**src/rtl/ecw_pkg.sv**
```systemverilog
package ecw_pkg;
    localparam int DATA_W  = 10;
    localparam int FRAME_W = DATA_W + 2;
    localparam int PHASE_W = $clog2(FRAME_W);
    localparam int SYNC_HI = FRAME_W / 2;

    typedef logic [DATA_W-1:0]  word_t;
    typedef logic [FRAME_W-1:0] frame_t;
    typedef logic [PHASE_W-1:0] phase_t;

    typedef enum logic {MODE_DATA = 1'b0, MODE_SYNC = 1'b1} mode_e;

    typedef struct packed {
        logic   load;
        logic   first;
        logic   cap_pt_early;
        logic   cap_pt_mid;
        logic   last;
    } phase_evt_t;

    function automatic frame_t make_data_frame(input word_t w);
        frame_t f;
        f = '0;
        f[0] = 1'b1;
        for (int i = 0; i < DATA_W; i++) f[i+1] = w[i];
        f[FRAME_W-1] = 1'b0;
        return f;
    endfunction

    function automatic frame_t make_sync_frame();
        frame_t f;
        for (int i = 0; i < FRAME_W; i++) f[i] = (i < SYNC_HI);
        return f;
    endfunction
endpackage

```
**src/rtl/ecw_phase_gen.sv**
```systemverilog
module ecw_phase_gen
    import ecw_pkg::*;
(
    input  logic       clk,
    input  logic       rst,
    output phase_t     phase,
    output phase_evt_t evt
);
    localparam phase_t LAST = phase_t'(FRAME_W - 1);
    localparam phase_t MID  = phase_t'(SYNC_HI);

    always_ff @(posedge clk) begin
        if (rst)                phase <= '0;
        else if (phase == LAST) phase <= '0;
        else                    phase <= phase + 1'b1;
    end

    always_comb begin
        evt.last         = (phase == LAST);
        evt.load         = (phase == LAST);
        evt.first        = (phase == '0);
        evt.cap_pt_early = (phase == '0);
        evt.cap_pt_mid   = (phase == MID);
    end

    a_r1_wrap: assert property (@(posedge clk) disable iff (rst)
        (phase == LAST) |=> (phase == '0));
    a_r1_count: assert property (@(posedge clk) disable iff (rst)
        (phase != LAST) |=> (phase == $past(phase) + 1'b1));
endmodule

```
**src/rtl/ecw_sync_ctrl.sv**
```systemverilog
module ecw_sync_ctrl
    import ecw_pkg::*;
#(
    parameter int MIN_SYNC = 1024
) (
    input  logic  clk,
    input  logic  rst,
    input  logic  load,
    input  logic  req,
    output logic  pick_sync,
    output mode_e mode
);
    localparam int CW = $clog2(MIN_SYNC + 1);
    localparam logic [CW-1:0] MIN_C = CW'(MIN_SYNC);

    logic          in_burst;
    logic [CW-1:0] sent;

    always_comb pick_sync = req || (in_burst && (sent < MIN_C));

    always_ff @(posedge clk) begin
        if (rst) begin
            in_burst <= 1'b0;
            sent     <= '0;
            mode     <= MODE_DATA;
        end else if (load) begin
            if (pick_sync) begin
                mode <= MODE_SYNC;
                if (!in_burst) begin
                    in_burst <= 1'b1;
                    sent     <= CW'(1);
                end else if (sent < MIN_C) begin
                    sent <= sent + 1'b1;
                end
            end else begin
                mode     <= MODE_DATA;
                in_burst <= 1'b0;
                sent     <= '0;
            end
        end
    end

    // a request at a load edge yields a sync frame
    a_r4_req_sync: assert property (@(posedge clk) disable iff (rst)
        (load && req) |=> (mode == MODE_SYNC));
    // an unfinished burst keeps sending sync frames
    a_r5_min_burst: assert property (@(posedge clk) disable iff (rst)
        (load && in_burst && (sent < MIN_C)) |=> (mode == MODE_SYNC));
    a_r6_end_data: assert property (@(posedge clk) disable iff (rst)
        (load && !req && in_burst && (sent >= MIN_C)) |=> (mode == MODE_DATA));
endmodule

```
**src/rtl/ecw_frame_shift.sv**
```systemverilog
module ecw_frame_shift
    import ecw_pkg::*;
(
    input  logic       clk,
    input  logic       rst,
    input  phase_evt_t evt,
    input  logic       cap_early,
    input  logic       req,
    input  logic       pick_sync,
    input  logic       drive_ok,
    input  word_t      din,
    output logic       ser_out,
    output logic       ser_valid
);
    localparam frame_t SYNC_FRAME = make_sync_frame();

    word_t  hold;
    frame_t shreg;
    logic   cap_now;

    always_comb cap_now = (cap_early ? evt.cap_pt_early : evt.cap_pt_mid) && !req;

    always_ff @(posedge clk) begin
        if (rst)          hold <= '0;
        else if (cap_now) hold <= din;
    end

    always_ff @(posedge clk) begin
        if (rst) begin
            shreg     <= '0;
            ser_valid <= 1'b0;
        end else if (evt.load) begin
            shreg     <= pick_sync ? SYNC_FRAME : make_data_frame(hold);
            ser_valid <= drive_ok;
        end else begin
            shreg     <= {1'b0, shreg[FRAME_W-1:1]};
        end
    end

    assign ser_out = ser_valid & shreg[0];

    // the held word does not move while a request is active
    a_r7_hold_kept: assert property (@(posedge clk) disable iff (rst)
        req |=> $stable(hold));
endmodule

```
**src/rtl/ecw_serializer.sv**
```systemverilog
module ecw_serializer
    import ecw_pkg::*;
#(
    parameter int MIN_SYNC = 1024
) (
    input  logic              clk,
    input  logic              rst,
    input  logic [DATA_W-1:0] din,
    input  logic              cap_early,
    input  logic              sync_a,
    input  logic              sync_b,
    input  logic              en,
    input  logic              pwr_down,
    output logic              ser_out,
    output logic              ser_valid,
    output logic              frame_start
);
    phase_t     phase;
    phase_evt_t evt;
    logic       req;
    logic       pick_sync;
    mode_e      mode;

    assign req         = sync_a | sync_b;
    assign frame_start = evt.first;

    ecw_phase_gen u_phase (
        .clk   (clk),
        .rst   (rst),
        .phase (phase),
        .evt   (evt)
    );

    ecw_sync_ctrl #(.MIN_SYNC(MIN_SYNC)) u_sync (
        .clk       (clk),
        .rst       (rst),
        .load      (evt.load),
        .req       (req),
        .pick_sync (pick_sync),
        .mode      (mode)
    );

    ecw_frame_shift u_shift (
        .clk       (clk),
        .rst       (rst),
        .evt       (evt),
        .cap_early (cap_early),
        .req       (req),
        .pick_sync (pick_sync),
        .drive_ok  (en & ~pwr_down),
        .din       (din),
        .ser_out   (ser_out),
        .ser_valid (ser_valid)
    );

    // fixed start bit in driven data frames
    a_r2_start_bit: assert property (@(posedge clk) disable iff (rst)
        (ser_valid && frame_start && mode == MODE_DATA) |-> ser_out);
    // fixed stop bit
    a_r2_stop_bit: assert property (@(posedge clk) disable iff (rst)
        (ser_valid && evt.last && mode == MODE_DATA) |-> !ser_out);
    // sync frames begin high and end low
    a_r4_sync_shape: assert property (@(posedge clk) disable iff (rst)
        (ser_valid && mode == MODE_SYNC) |-> (ser_out == (phase < phase_t'(SYNC_HI))));
    // undriven line stays low
    a_r8_idle_low: assert property (@(posedge clk) disable iff (rst)
        !ser_valid |-> !ser_out);
    // drive state only moves at a frame boundary
    a_r9_valid_boundary: assert property (@(posedge clk) disable iff (rst)
        !frame_start |-> $stable(ser_valid));
endmodule

```
**config.mk**
```make
export PLATFORM = sky130hd
export DESIGN_NAME = ecw_serializer
export DESIGN_NICKNAME = d
export VERILOG_FILES = /design/src/rtl/ecw_pkg.sv /design/src/rtl/ecw_phase_gen.sv /design/src/rtl/ecw_sync_ctrl.sv /design/src/rtl/ecw_frame_shift.sv /design/src/rtl/ecw_serializer.sv
export SDC_FILE = /design/constraint.sdc
export NUM_CORES = 1
export LEC_CHECK = 0
export BUFFER_PORTS_ARGS = -buffer_cell sky130_fd_sc_hd__buf_2
export CAP_MARGIN = 20
export CORE_MARGIN = 10
export CORE_UTILIZATION = 54
export CTS_CLUSTER_SIZE = 30
export DETAILED_ROUTE_END_ITERATION = 16
export PLACE_DENSITY = 0.78
export SYNTH_ARGS = -nofsm -noshare
export SYNTH_HDL_FRONTEND = slang
export SYNTH_SLANG_ARGS = --single-unit
export TNS_END_PERCENT = 10
```
**constraint.sdc**
```tcl
create_clock -name clk -period 2.2 [get_ports clk]
set_input_delay 0.44 -clock clk [delete_from_list [all_inputs] [get_ports clk]]
set_output_delay 0.44 -clock clk [all_outputs]
set_load 0.005 [all_outputs]
```
==> results.json <==
{
  "seq_area_frac_synth_pct": 48.1,
  "setup.worst_path.start_class": "register",
  "count_of_mapped_cells_out_of_synthesis": 173,
  "critical_setup_path_kind": "reg2reg",
  "route.antenna.remaining_nets": 0,
  "finalHoldViolations": 0,
  "globalRouteOverflowTotal": 0,
  "worstSetupEndpointType": "register",
  "synth_top_area_share_pct": 48.1,
  "drive_gt1_share_pct": 16.8,
  "worst_slew_margin_rel_pct": 63.8,
  "synth.net_count": 194,
  "fp-row-count": 19,
  "first_pass_grt_wire_length_mm": 5.39,
  "cp_data_required_time_ps": 2460,
  "initial_utilization_pct": 56.9,
  "final.setup.tns_ps": 0,
  "post-route-min-period_ps": 1750,
  "worst_pin_slew_ps": 544,
  "syn-cell-area_sq_um": 1580,
  "synth_async_sr_flop_share_pct": 0,
  "route.final.wire_length_mm": 3.07,
  "vias_in_the_first_global_route": 1258,
  "dr.max_layer_used": "met4",
  "synth_area_leader_cell": "sky130_fd_sc_hd__dfxtp_1",
  "crit_path_max_fanout": 8,
  "cts_setup_buffers": 0,
  "dr_pass1_iterations": 4,
  "syn2layout_area_growth_pct": 12.5,
  "critical-path-max-stage-delay_ps": 450,
  "ir_worst_vdd_v": 0.000599,
  "antenna_found_initial": 0,
  "run_status": "completed",
  "path_cells": "ha_1, nand3b_2, nor3_1, a41oi_1, a31oi_1",
  "groute.usage.overall_pct": 12.0,
  "floorplan.die_area_sq_um": 5490,
  "synth-edff-count": 0,
  "synth_ff_type": "sky130_fd_sc_hd__dfxtp_1",
  "worst_skew_ps": 4.65,
  "finalMaxSlewViolations": 0,
  "floorplan.die.height_um": 74.1,
  "die_x_um": 74.1,
  "cp.arrival_ps": 2010,
  "holdCritPathClass": "in2reg",
  "postSynthRegisterBits": 38,
  "clock_tree_from_tritoncts": "done",
  "layout_worst_path_cycle_share_pct": 79.6,
  "clk_root_buffer_cell": "sky130_fd_sc_hd__clkbuf_4",
  "ys_top_cells_by_area": "sky130_fd_sc_hd__dfxtp_1 48%, sky130_fd_sc_hd__nor2_1 9.0%, sky130_fd_sc_hd__mux2i_1 7.0%",
  "power-per-cell-area_nw_per_um2": 693,
  "route.met3.wl_um": 96,
  "detail_route.drc_violations": 0,
  "ctsHoldBuffers": 0,
  "warnings_from_yosys": 0,
  "antenna_cells_inserted": 0,
  "clkSinkCount": 38,
  "cts.reportedPaths.clkPinSlew_ps": 110,
  "wl_met1_mm": 1.43,
  "setup-violations-final": 0,
  "design.portCount": 20,
  "cap_viol_max_count": 0,
  "clk-insertion-delay-late_ps": 330,
  "num-nets-final": 216,
  "cpMaxStageDelayCell": "sky130_fd_sc_hd__nor3_1",
  "place_hpwl_mm": 2.22,
  "vias_per_cell": 5.48,
  "cts-buffers-inserted": 5,
  "rsz0062_at_grt": "false",
  "final.hold.worst_slack_ps": 342,
  "drtIter0Drc": 91,
  "netlist-cell-type-count": 36,
  "core-area_sq_um": 2780,
  "cts.repair.resized": 0,
  "power_leakage_nw": 0.676,
  "max-clock-path-buffers": 2,
  "via_count": 1244,
  "gp_congestion": 0.806,
  "portBuffers": 19,
  "timing.fmax_ghz": 0.571,
  "total_number_of_h_tree_levels": 2,
  "grt_start_max_net_pins": 33,
  "routed_wire_length_per_instance_um": 13.5,
  "syn-mean-instance-area_sq_um": 9.14,
  "met2RoutedLength_mm": 1.52
}
-- metal layers --
metal / vias up / track usage [%]
met5: - / 0
met4: 0 / 5.18
met3: 2 / 3.59
met2: 16 / 19.5
met1: 582 / 14.4
li1: 644 / -
-- cells in the mapped netlist, drive strengths merged, types with 5 or more instances --
cell type / instances
a22oi: 6
buf: 5
dfxtp: 38
mux2i: 11
nand2: 6
nand3: 5
nand4: 5
nor2: 38
nor3: 9
-- stage by stage --
stage | instances | total power (W) | util, % | setup WS [ps] | instance area, sq um
CTS | 227 | 0.00124 | 64.0 | 470 | 1780
floorplan | 173 | 0.000763 | - | 666 | 1580
finish | 227 | 0.00123 | 64.0 | 450 | 1780
global route | 227 | 0.00128 | 64.0 | 252 | 1780
global placement | 219 | 0.000786 | 61.1 | 478 | 1700
detailed placement | 219 | 0.000790 | 61.1 | 425 | 1700
-- cells in the final DEF, fill, tap and decap left out, types with 2 or more instances in the layout --
master,synthesis,layout
sky130_fd_sc_hd__and2_1,4,4
sky130_fd_sc_hd__nand4_1,5,5
sky130_fd_sc_hd__a21oi_1,4,4
sky130_fd_sc_hd__buf_4,0,3
sky130_fd_sc_hd__nand2b_1,2,2
sky130_fd_sc_hd__nor3b_1,3,3
sky130_fd_sc_hd__ha_1,4,4
sky130_fd_sc_hd__nand3b_1,3,3
sky130_fd_sc_hd__nand2_1,6,6
sky130_fd_sc_hd__o21ai_0,2,2
sky130_fd_sc_hd__a22oi_1,6,6
sky130_fd_sc_hd__mux2i_1,11,11
sky130_fd_sc_hd__buf_2,3,19
sky130_fd_sc_hd__inv_1,3,3
sky130_fd_sc_hd__nor3_1,9,9
sky130_fd_sc_hd__nand3_1,5,5
sky130_fd_sc_hd__dfxtp_1,38,38
sky130_fd_sc_hd__xor2_1,4,4
sky130_fd_sc_hd__nor2_1,38,38
sky130_fd_sc_hd__and3_1,2,2
sky130_fd_sc_hd__a31oi_1,3,3
sky130_fd_sc_hd__or3_1,2,2
sky130_fd_sc_hd__clkbuf_4,0,5
-- layout make-up --
class	count	area, sq um
clock inverters	2	37.5
fillers	242	1000
multi-input cells	125	772
inverters	3	11.3
repair buffers	22	118
flip-flops and latches	38	761
well taps	31	38.8
clock buffers	6	41.3
-- cell families (layout without fill, tap and decap cells) --
kind of cell               Yosys count  in the layout  synth area share [%]
AOI/OAI and AO/OA                   23             23                  10.4
xor gates and xnor gates             5              5                  2.77
adders and majority gates            4              4                  3.16
buffers and inverters               10             33                  3.09
DFF                                 38             38                  48.1
muxes                               11             11                  6.96
and+or+nand+nor                     82             82                  25.6
-- where the power goes --
| group | internal [W] | total, W | switching (W) |
|---|---|---|---|
| Sequential | 0.000698 | 0.000706 | 0.00000821 |
| Clock | 0.000240 | 0.000460 | 0.000220 |
| Combinational | 0.0000331 | 0.0000676 | 0.0000345 |
| Total | 0.000971 | 0.00123 | 0.000263 |
-- worst paths after layout --
kind                     from  cells past startpoint               end  slack (ps)
max          u_phase.phase[0]                      5    u_sync.sent[7]         450
max reg2reg  u_phase.phase[0]                      5    u_sync.sent[7]         450
min                    din[9]                      3   u_shift.hold[9]         340
min reg2reg  u_shift.shreg[1]                      2  u_shift.shreg[0]         460
-- sequential cells by signal (all words and copies together) (netlist names) --
name / cells
u_shift.ser_valid: 1
u_phase.phase: 4
u_shift.shreg: 11
u_sync.in_burst: 1
u_sync.sent: 11
u_shift.hold: 10
-- worst max-delay path: cells and delay by family (launching register included) --
kind	cells	cell delay, ps
and+or+nand+nor	2	660
DFF	1	390
AOI/OAI and AO/OA	2	360
adders and majority gates	1	260
No activity file was read; power rests on OpenSTA's default activity.
